<file path="config.mk">
export PLATFORM = sky130hd
export DESIGN_NAME = vsc_gate_cond
export DESIGN_NICKNAME = d
export VERILOG_FILES = /design/src/rtl/gc_pkg.sv /design/src/rtl/gc_width_filter.sv /design/src/rtl/gc_dead_fsm.sv /design/src/rtl/gc_leg.sv /design/src/rtl/vsc_gate_cond.sv
export SDC_FILE = /design/constraint.sdc
export NUM_CORES = 1
export LEC_CHECK = 0
export BUFFER_PORTS_ARGS = -buffer_cell sky130_fd_sc_hd__buf_2
export CAP_MARGIN = 5
export CORE_UTILIZATION = 50
export DETAILED_ROUTE_END_ITERATION = 8
export GPL_ROUTABILITY_DRIVEN = 0
export GPL_TIMING_DRIVEN = 0
export PLACE_DENSITY = 0.67
export SLEW_MARGIN = 40
export SYNTH_ARGS = -nofsm -noshare
export SYNTH_HDL_FRONTEND = slang
export SYNTH_SLANG_ARGS = --single-unit
</file>
<file path="constraint.sdc">
create_clock -name clk -period 3.4 [get_ports clk]
set_input_delay 0.34 -clock clk [delete_from_list [all_inputs] [get_ports clk]]
set_output_delay 0.34 -clock clk [all_outputs]
set_load 0.01 [all_outputs]
</file>
<file path="src/rtl/gc_pkg.sv">
package gc_pkg;
  // Per-leg switching state
  typedef enum logic [2:0] {
    ST_OFF    = 3'd0,
    ST_TOP    = 3'd1,
    ST_BOT    = 3'd2,
    ST_DT_TOP = 3'd3,
    ST_DT_BOT = 3'd4
  } leg_state_t;

  // Request encoding {upper, lower}
  localparam logic [1:0] REQ_NONE = 2'b00;
  localparam logic [1:0] REQ_TOP  = 2'b10;
  localparam logic [1:0] REQ_BOT  = 2'b01;
  localparam logic [1:0] REQ_BAD  = 2'b11;
endpackage

</file>
<file path="src/rtl/gc_width_filter.sv">
module gc_width_filter #(
  parameter int CW = 10,
  parameter int DW = 2
) (
  input  logic          clk,
  input  logic          rst,
  input  logic [CW-1:0] minw,
  input  logic [DW-1:0] raw,
  output logic [DW-1:0] filt
);
  localparam logic [CW-1:0] RUN_MAX = '1;
  localparam logic [CW-1:0] ONE     = CW'(1);

  logic [DW-1:0] cand_q, filt_q;
  logic [CW-1:0] run_q, run_nx, weff;
  logic          accept;

  always_comb begin
    weff = (minw == '0) ? ONE : minw;
    if (raw == cand_q)
      run_nx = (run_q == RUN_MAX) ? run_q : run_q + ONE;
    else
      run_nx = ONE;
    accept = (raw != filt_q) && (run_nx >= weff);
  end

  always_ff @(posedge clk) begin
    if (rst) begin
      cand_q <= '0;
      run_q  <= '0;
      filt_q <= '0;
    end else begin
      cand_q <= raw;
      run_q  <= run_nx;
      if (accept) filt_q <= raw;
    end
  end

  assign filt = filt_q;

  // the filtered value only ever moves to the value just sampled
  a_r4_follow_raw: assert property (@(posedge clk) disable iff (rst)
    !$stable(filt_q) |-> (filt_q == $past(raw)));
endmodule

</file>
<file path="src/rtl/gc_dead_fsm.sv">
module gc_dead_fsm
  import gc_pkg::*;
#(
  parameter int CW = 10
) (
  input  logic          clk,
  input  logic          rst,
  input  logic [CW-1:0] dead_cfg,
  input  logic [CW-1:0] minw_cfg,
  input  logic [1:0]    req_raw,
  input  logic [1:0]    req_filt,
  input  logic          fault_clr,
  output logic [CW-1:0] minw_sh,
  output logic          gate_top,
  output logic          gate_bot,
  output logic          fault
);
  localparam logic [CW-1:0] ONE = CW'(1);

  leg_state_t    st_q, st_nx;
  logic [CW-1:0] cnt_q, cnt_nx;
  logic [CW-1:0] dead_sh, minw_q;
  logic          illegal;

  assign illegal = (req_raw == REQ_BAD);

  always_comb begin
    st_nx  = st_q;
    cnt_nx = cnt_q;
    case (st_q)
      ST_OFF: begin
        if (req_filt == REQ_TOP) begin
          st_nx = ST_DT_TOP; cnt_nx = dead_sh;
        end else if (req_filt == REQ_BOT) begin
          st_nx = ST_DT_BOT; cnt_nx = dead_sh;
        end
      end
      ST_TOP: begin
        if (req_filt == REQ_BOT) begin
          st_nx = ST_DT_BOT; cnt_nx = dead_sh;
        end else if (req_filt != REQ_TOP) begin
          st_nx = ST_OFF;
        end
      end
      ST_BOT: begin
        if (req_filt == REQ_TOP) begin
          st_nx = ST_DT_TOP; cnt_nx = dead_sh;
        end else if (req_filt != REQ_BOT) begin
          st_nx = ST_OFF;
        end
      end
      ST_DT_TOP: begin
        if (req_filt == REQ_TOP) begin
          if (cnt_q <= ONE) st_nx = ST_TOP;
          else              cnt_nx = cnt_q - ONE;
        end else if (req_filt == REQ_BOT) begin
          st_nx = ST_DT_BOT; cnt_nx = dead_sh;
        end else begin
          st_nx = ST_OFF;
        end
      end
      ST_DT_BOT: begin
        if (req_filt == REQ_BOT) begin
          if (cnt_q <= ONE) st_nx = ST_BOT;
          else              cnt_nx = cnt_q - ONE;
        end else if (req_filt == REQ_TOP) begin
          st_nx = ST_DT_TOP; cnt_nx = dead_sh;
        end else begin
          st_nx = ST_OFF;
        end
      end
      default: st_nx = ST_OFF;
    endcase
    if (illegal) st_nx = ST_OFF;
  end

  always_ff @(posedge clk) begin
    if (rst) begin
      st_q     <= ST_OFF;
      cnt_q    <= '0;
      gate_top <= 1'b0;
      gate_bot <= 1'b0;
      fault    <= 1'b0;
      dead_sh  <= dead_cfg;
      minw_q   <= minw_cfg;
    end else begin
      st_q     <= st_nx;
      cnt_q    <= cnt_nx;
      gate_top <= (st_nx == ST_TOP);
      gate_bot <= (st_nx == ST_BOT);
      if (illegal)        fault <= 1'b1;
      else if (fault_clr) fault <= 1'b0;
      if (st_q == ST_OFF) begin
        dead_sh <= dead_cfg;
        minw_q  <= minw_cfg;
      end
    end
  end

  assign minw_sh = minw_q;

  // no cross conduction
  a_r2_exclusive: assert property (@(posedge clk) disable iff (rst)
    !(gate_top && gate_bot));
  // a turn-on never follows the opposite gate directly
  a_r3_blank_top: assert property (@(posedge clk) disable iff (rst)
    $rose(gate_top) |-> $past(!gate_bot));
  a_r3_blank_bot: assert property (@(posedge clk) disable iff (rst)
    $rose(gate_bot) |-> $past(!gate_top));
  // illegal pair blocks both gates and flags
  a_r7_illegal_off: assert property (@(posedge clk) disable iff (rst)
    illegal |=> (!gate_top && !gate_bot && fault));
  // flag holds without a clear
  a_r8_sticky: assert property (@(posedge clk) disable iff (rst)
    (fault && !fault_clr) |=> fault);
  // timing copies frozen while the leg is active
  a_r10_cfg_frozen: assert property (@(posedge clk) disable iff (rst)
    (st_q != ST_OFF) |=> ($stable(dead_sh) && $stable(minw_q)));
endmodule

</file>
<file path="src/rtl/gc_leg.sv">
module gc_leg #(
  parameter int CW = 10
) (
  input  logic          clk,
  input  logic          rst,
  input  logic [1:0]    req_raw,
  input  logic [CW-1:0] dead_cfg,
  input  logic [CW-1:0] minw_cfg,
  input  logic          fault_clr,
  output logic          gate_top,
  output logic          gate_bot,
  output logic          fault
);
  logic [1:0]    req_filt;
  logic [CW-1:0] minw_sh;

  gc_width_filter #(.CW(CW), .DW(2)) u_filt (
    .clk  (clk),
    .rst  (rst),
    .minw (minw_sh),
    .raw  (req_raw),
    .filt (req_filt)
  );

  gc_dead_fsm #(.CW(CW)) u_fsm (
    .clk      (clk),
    .rst      (rst),
    .dead_cfg (dead_cfg),
    .minw_cfg (minw_cfg),
    .req_raw  (req_raw),
    .req_filt (req_filt),
    .fault_clr(fault_clr),
    .minw_sh  (minw_sh),
    .gate_top (gate_top),
    .gate_bot (gate_bot),
    .fault    (fault)
  );
endmodule

</file>
<file path="src/rtl/vsc_gate_cond.sv">
module vsc_gate_cond #(
  parameter int NLEG = 3,
  parameter int CW   = 10
) (
  input  logic            clk,
  input  logic            rst,
  input  logic            indep_mode,
  input  logic [NLEG-1:0] pwm_cmd,
  input  logic [NLEG-1:0] top_cmd,
  input  logic [NLEG-1:0] bot_cmd,
  input  logic [CW-1:0]   dead_cfg,
  input  logic [CW-1:0]   minw_cfg,
  input  logic [NLEG-1:0] fault_clr,
  output logic [NLEG-1:0] gate_top,
  output logic [NLEG-1:0] gate_bot,
  output logic [NLEG-1:0] fault
);
  for (genvar g = 0; g < NLEG; g++) begin : g_leg
    logic [1:0] req;
    // mode selects how the leg request is formed
    assign req = indep_mode ? {top_cmd[g], bot_cmd[g]}
                            : {pwm_cmd[g], ~pwm_cmd[g]};

    gc_leg #(.CW(CW)) u_leg (
      .clk      (clk),
      .rst      (rst),
      .req_raw  (req),
      .dead_cfg (dead_cfg),
      .minw_cfg (minw_cfg),
      .fault_clr(fault_clr[g]),
      .gate_top (gate_top[g]),
      .gate_bot (gate_bot[g]),
      .fault    (fault[g])
    );
  end
endmodule

</file>
==> results by group <==
Clocking
  • Post-CTS clock slew at the launch and capture registers of the worst setup and hold paths: 60 ps
  • CTS buffer count: 17
  • Clk Tree Root Cell: clkbuf_16
  • Number of H-tree levels: 4
  • Sink Count: 150
  • Total of cells resized after clock tree synthesis: 0
  • Clk buf depth: 2
  • Quantity of hold-fixing buffers added after cts: 0
  • Clock tree from TritonCTS: built
  • Later-pin clock latency in the skew report: 430 ps
  • Postcts setup bufs: 0

Hold path
  • Beginning of the worst hold path: minw_cfg[5]
  • Hold Crit Class: in2reg

Worst setup path
  • Worst reg2reg path startpoint: g_leg[2].u_leg.u_filt.run_q[3]
  • Reg-to-Reg End: g_leg[2].u_leg.u_filt.filt[1]
  • Critical Path Sink: g_leg[2].u_leg.u_filt.filt[1]
  • CP Data Arrival Time: 3400 ps
  • Worst Path Max Fanout: 6
  • Worst setup path class: reg2reg
  • Required time at the endpoint of the critical path: 3710 ps
  • Crit. Startpoint: g_leg[2].u_leg.u_filt.run_q[3]
  • Startpoint kind of the worst setup timing path: flip-flop
  • Slack of the worst reg-to-reg path: 310 ps
  • Critical path capture point type: flip-flop
  • Path depth of the worst reg2reg path: 12

Detailed routing
  • Total routed wirelength: 23.04 mm
  • DRC Markers: 0
  • Number of antenna-violating nets in the routed design: 0
  • Post-DR vias/cell: around 5.9
  • Detailed Route Iter0 Violations: 716
  • Via total after detailed routing: 8029
  • Drt first pass iters: 6
  • Routed length per placed instance: 17.04 um

Place
  • Placed instance area: between 9000 and 10000 sq um
  • HPWL after detailed placement: roughly 17 mm
  • Number of input and output port buffers inserted: 42

STA
  • Final clock period utilization by the worst path: 90.88%
  • Relative slew margins: 44.77%
  • Setup_tns: 0 ps
  • Post-route clock skew: about 10 ps
  • # setup viols final: 0
  • Count of pins over their slew limit: 0
  • Count of endpoints failing hold in the final timing report: 0
  • Time the worst path needs with I/O delays and setup: 3090 ps
  • Minimum hold slack: 127.1 ps
  • RSZ-0062 raised after global routing: false
  • Slew at the pin closest to its max-slew limit: 828.5 ps
  • Timing-limited maximum frequency: 323.6 MHz

Global route
  • Total gr overflow: 0
  • Pin count of the biggest net entering global routing: 21
  • Global-route total usage across every layer: 25.85%
  • First-pass GRT wire length: 36.99 mm
  • Antenna violations before repair: 2
  • Vias in the first global route: 7362

Floorplan
  • DIE AREA: around 19000 sq um
  • Die width: between 100 and 150 um
  • Number of core rows: 48
  • Chip height: 136.4 um
  • Top-level port count: 44
  • Initial core utilization: about half
  • Standard cell core area: 17480 sq um

Cells and area
  • Sequential cell area: about 3600 sq um
  • Diodes inserted: 0
  • Post-route design area: 10090 sq um
  • Layout Nets: 1188
  • Proportion of layout cells with a drive suffix above 1: 11.18%
  • Post-synthesis to final-layout area growth: 11.81%
  • Fill cell instance count of the final layout: 1564
  • Area used by multi-input combinational logic: 4954 sq um

Synth
  • Mapped cell area: 9025 sq um
  • Yosys Warn Count: 0
  • Post-synth net total: 1127
  • Top cells by area in the synthesized netlist: dfxtp_1, edfxtp_1, nor2_1
  • Fraction of synthesis flops using an asynchronous set or reset pin: 0%
  • Area fraction of the dominant cell type after synthesis: 19.96%
  • Number of synthesized flops with an enable pin: 60
  • Distinct cell type count of the synthesized netlist: between 80 and 90
  • Flops & latches, synth: 150
  • Portion of the post-synthesis area used by sequential elements: 39.93%
  • Most instantiated flip-flop cell in the synthesis netlist: dfxtp_1
  • Most area-hungry cell type in the Yosys netlist: dfxtp_1
  • Synthesized instance count: 1053
  • Post-Synthesis Mean Instance Area: about 8.6 sq um

Pwr
  • Lkg Pwr: 3.946 nW
  • Power per cell area: 396.7 nW/um^2
  • Largest vdd supply drop: 0.3841 mV

Status
  • Run status: completed

Flow run
  • Max-cap check violation count: 0
[critical path, cell delays in order (launching register included)]
cell       delay (ps)
dfxtp_1           400
and4_1            310
nand4_1           230
nor2_4            250
nor3_1             90
xnor2_1           210
nor2_1             70
ha_1              310
o2111ai_1         110
o21ai_1           160
a41oi_1           140
o21bai_1          330
mux2_1            360
[how the worst min path moves through the flow]
stage | end | cells past startpoint
2_1_floorplan | g_leg[0].u_leg.u_fsm.dead_sh[0] | 0
3_3_place_gp | g_leg[0].u_leg.u_fsm.fault | 2
3_5_place_dp | g_leg[0].u_leg.u_fsm.fault | 2
4_1_cts | g_leg[1].u_leg.u_fsm.minw_sh[5] | 1
5_1_grt | g_leg[0].u_leg.u_fsm.minw_sh[7] | 1
6_report | g_leg[1].u_leg.u_fsm.minw_sh[5] | 1
[cell usage after synthesis, types with 8 or more instances]
cell type	number
o21ai_0	40
a21oi_1	76
clkbuf_1	30
inv_1	41
a31oi_1	8
nand2b_1	31
nand4_1	12
xnor2_1	13
buf_4	13
edfxtp_1	60
dfxtp_1	90
o31ai_1	8
buf_2	14
nor4_1	12
nor2b_1	26
o21ai_1	15
ha_1	39
nand3_1	31
nand2_1	95
nor3_1	36
o221ai_1	8
mux2i_1	29
nor2_1	150
xor2_1	11
a211oi_1	13
[sequential cells by signal (all words and copies together), names as in the netlist]
register                    count
g_leg.u_leg.u_filt.run_q       30
g_leg.u_leg.u_filt.cand_q       6
g_leg.u_leg.u_fsm.dead_sh      30
g_leg.u_leg.u_fsm.gate_bot      3
g_leg.u_leg.u_fsm.st_q          9
g_leg.u_leg.u_fsm.fault         3
g_leg.u_leg.u_fsm.cnt_q        30
g_leg.u_leg.u_fsm.gate_top      3
g_leg.u_leg.u_fsm.minw_sh      30
g_leg.u_leg.u_filt.filt         6
[per-stage QoR]
stage	cells	setup WS, ps	power, W	util [%]
after detailed placement	1320	156.8	0.002214	54.47
after global routing	1352	19.51	0.004115	57.74
after floorplan	1053	697.4	0.002119	-
after CTS	1352	130.5	0.004020	57.70
after global placement	1320	159.9	0.002209	54.45
final	1352	310.1	0.004003	57.74
[logic make-up after synthesis]
kind of cell | Yosys count | synth area share, %
compound gates | 256 | 19.13
buf+inv | 105 | 5.296
flops | 150 | 39.93
fa+ha+maj | 39 | 5.407
mux | 33 | 3.715
simple gates | 446 | 24.19
xor+xnor | 24 | 2.329
[layout make-up]
cell class | instances | share of cell area [%]
clock inverter | 14 | 1.339
inverter | 41 | 1.525
clock buffer | 18 | 4.253
tap | 225 | 2.790
timing repair buffer | 42 | 2.083
sequential | 150 | 35.71
buffer | 64 | 3.211
multi-input combinational | 798 | 49.09
[power breakdown]
group | internal [W] | switching (W) | leakage (nW) | total (W)
logic | 0.0000819 | 0.000139 | 2.32 | 0.000221
clock network | 0.00107 | 0.000756 | 0.265 | 0.00183
registers | 0.00192 | 0.0000353 | 1.36 | 0.00196
total | 0.00307 | 0.000930 | 3.95 | 0.00400
[placed cells by master (no fill, tap or decap), drive strengths merged, types with 12 or more instances in the layout]
cell type and n:
nand3 31, buf 75, clkbuf 49, a211oi 13, a21oi 76, nand2 95
nor4 18, nor2 152, nor2b 26, inv 42, nand2b 31, edfxtp 60
nand4 12, mux2i 29, o21ai 55, ha 39, nor3 36, dfxtp 90
xnor2 13
[routing by layer]
| metal | up-vias | global-route usage [%] | share of wire (%) |
|---|---|---|---|
| li1 | 3956 | - | - |
| met3 | 49 | 5.183 | 6.7 |
| met5 | - | 0 | 0.035 |
| met1 | 3739 | 35.12 | 46 |
| met2 | 283 | 40.24 | 45 |
| met4 | 2 | 10.00 | 2.4 |
Power figures use the tool's default switching activity.
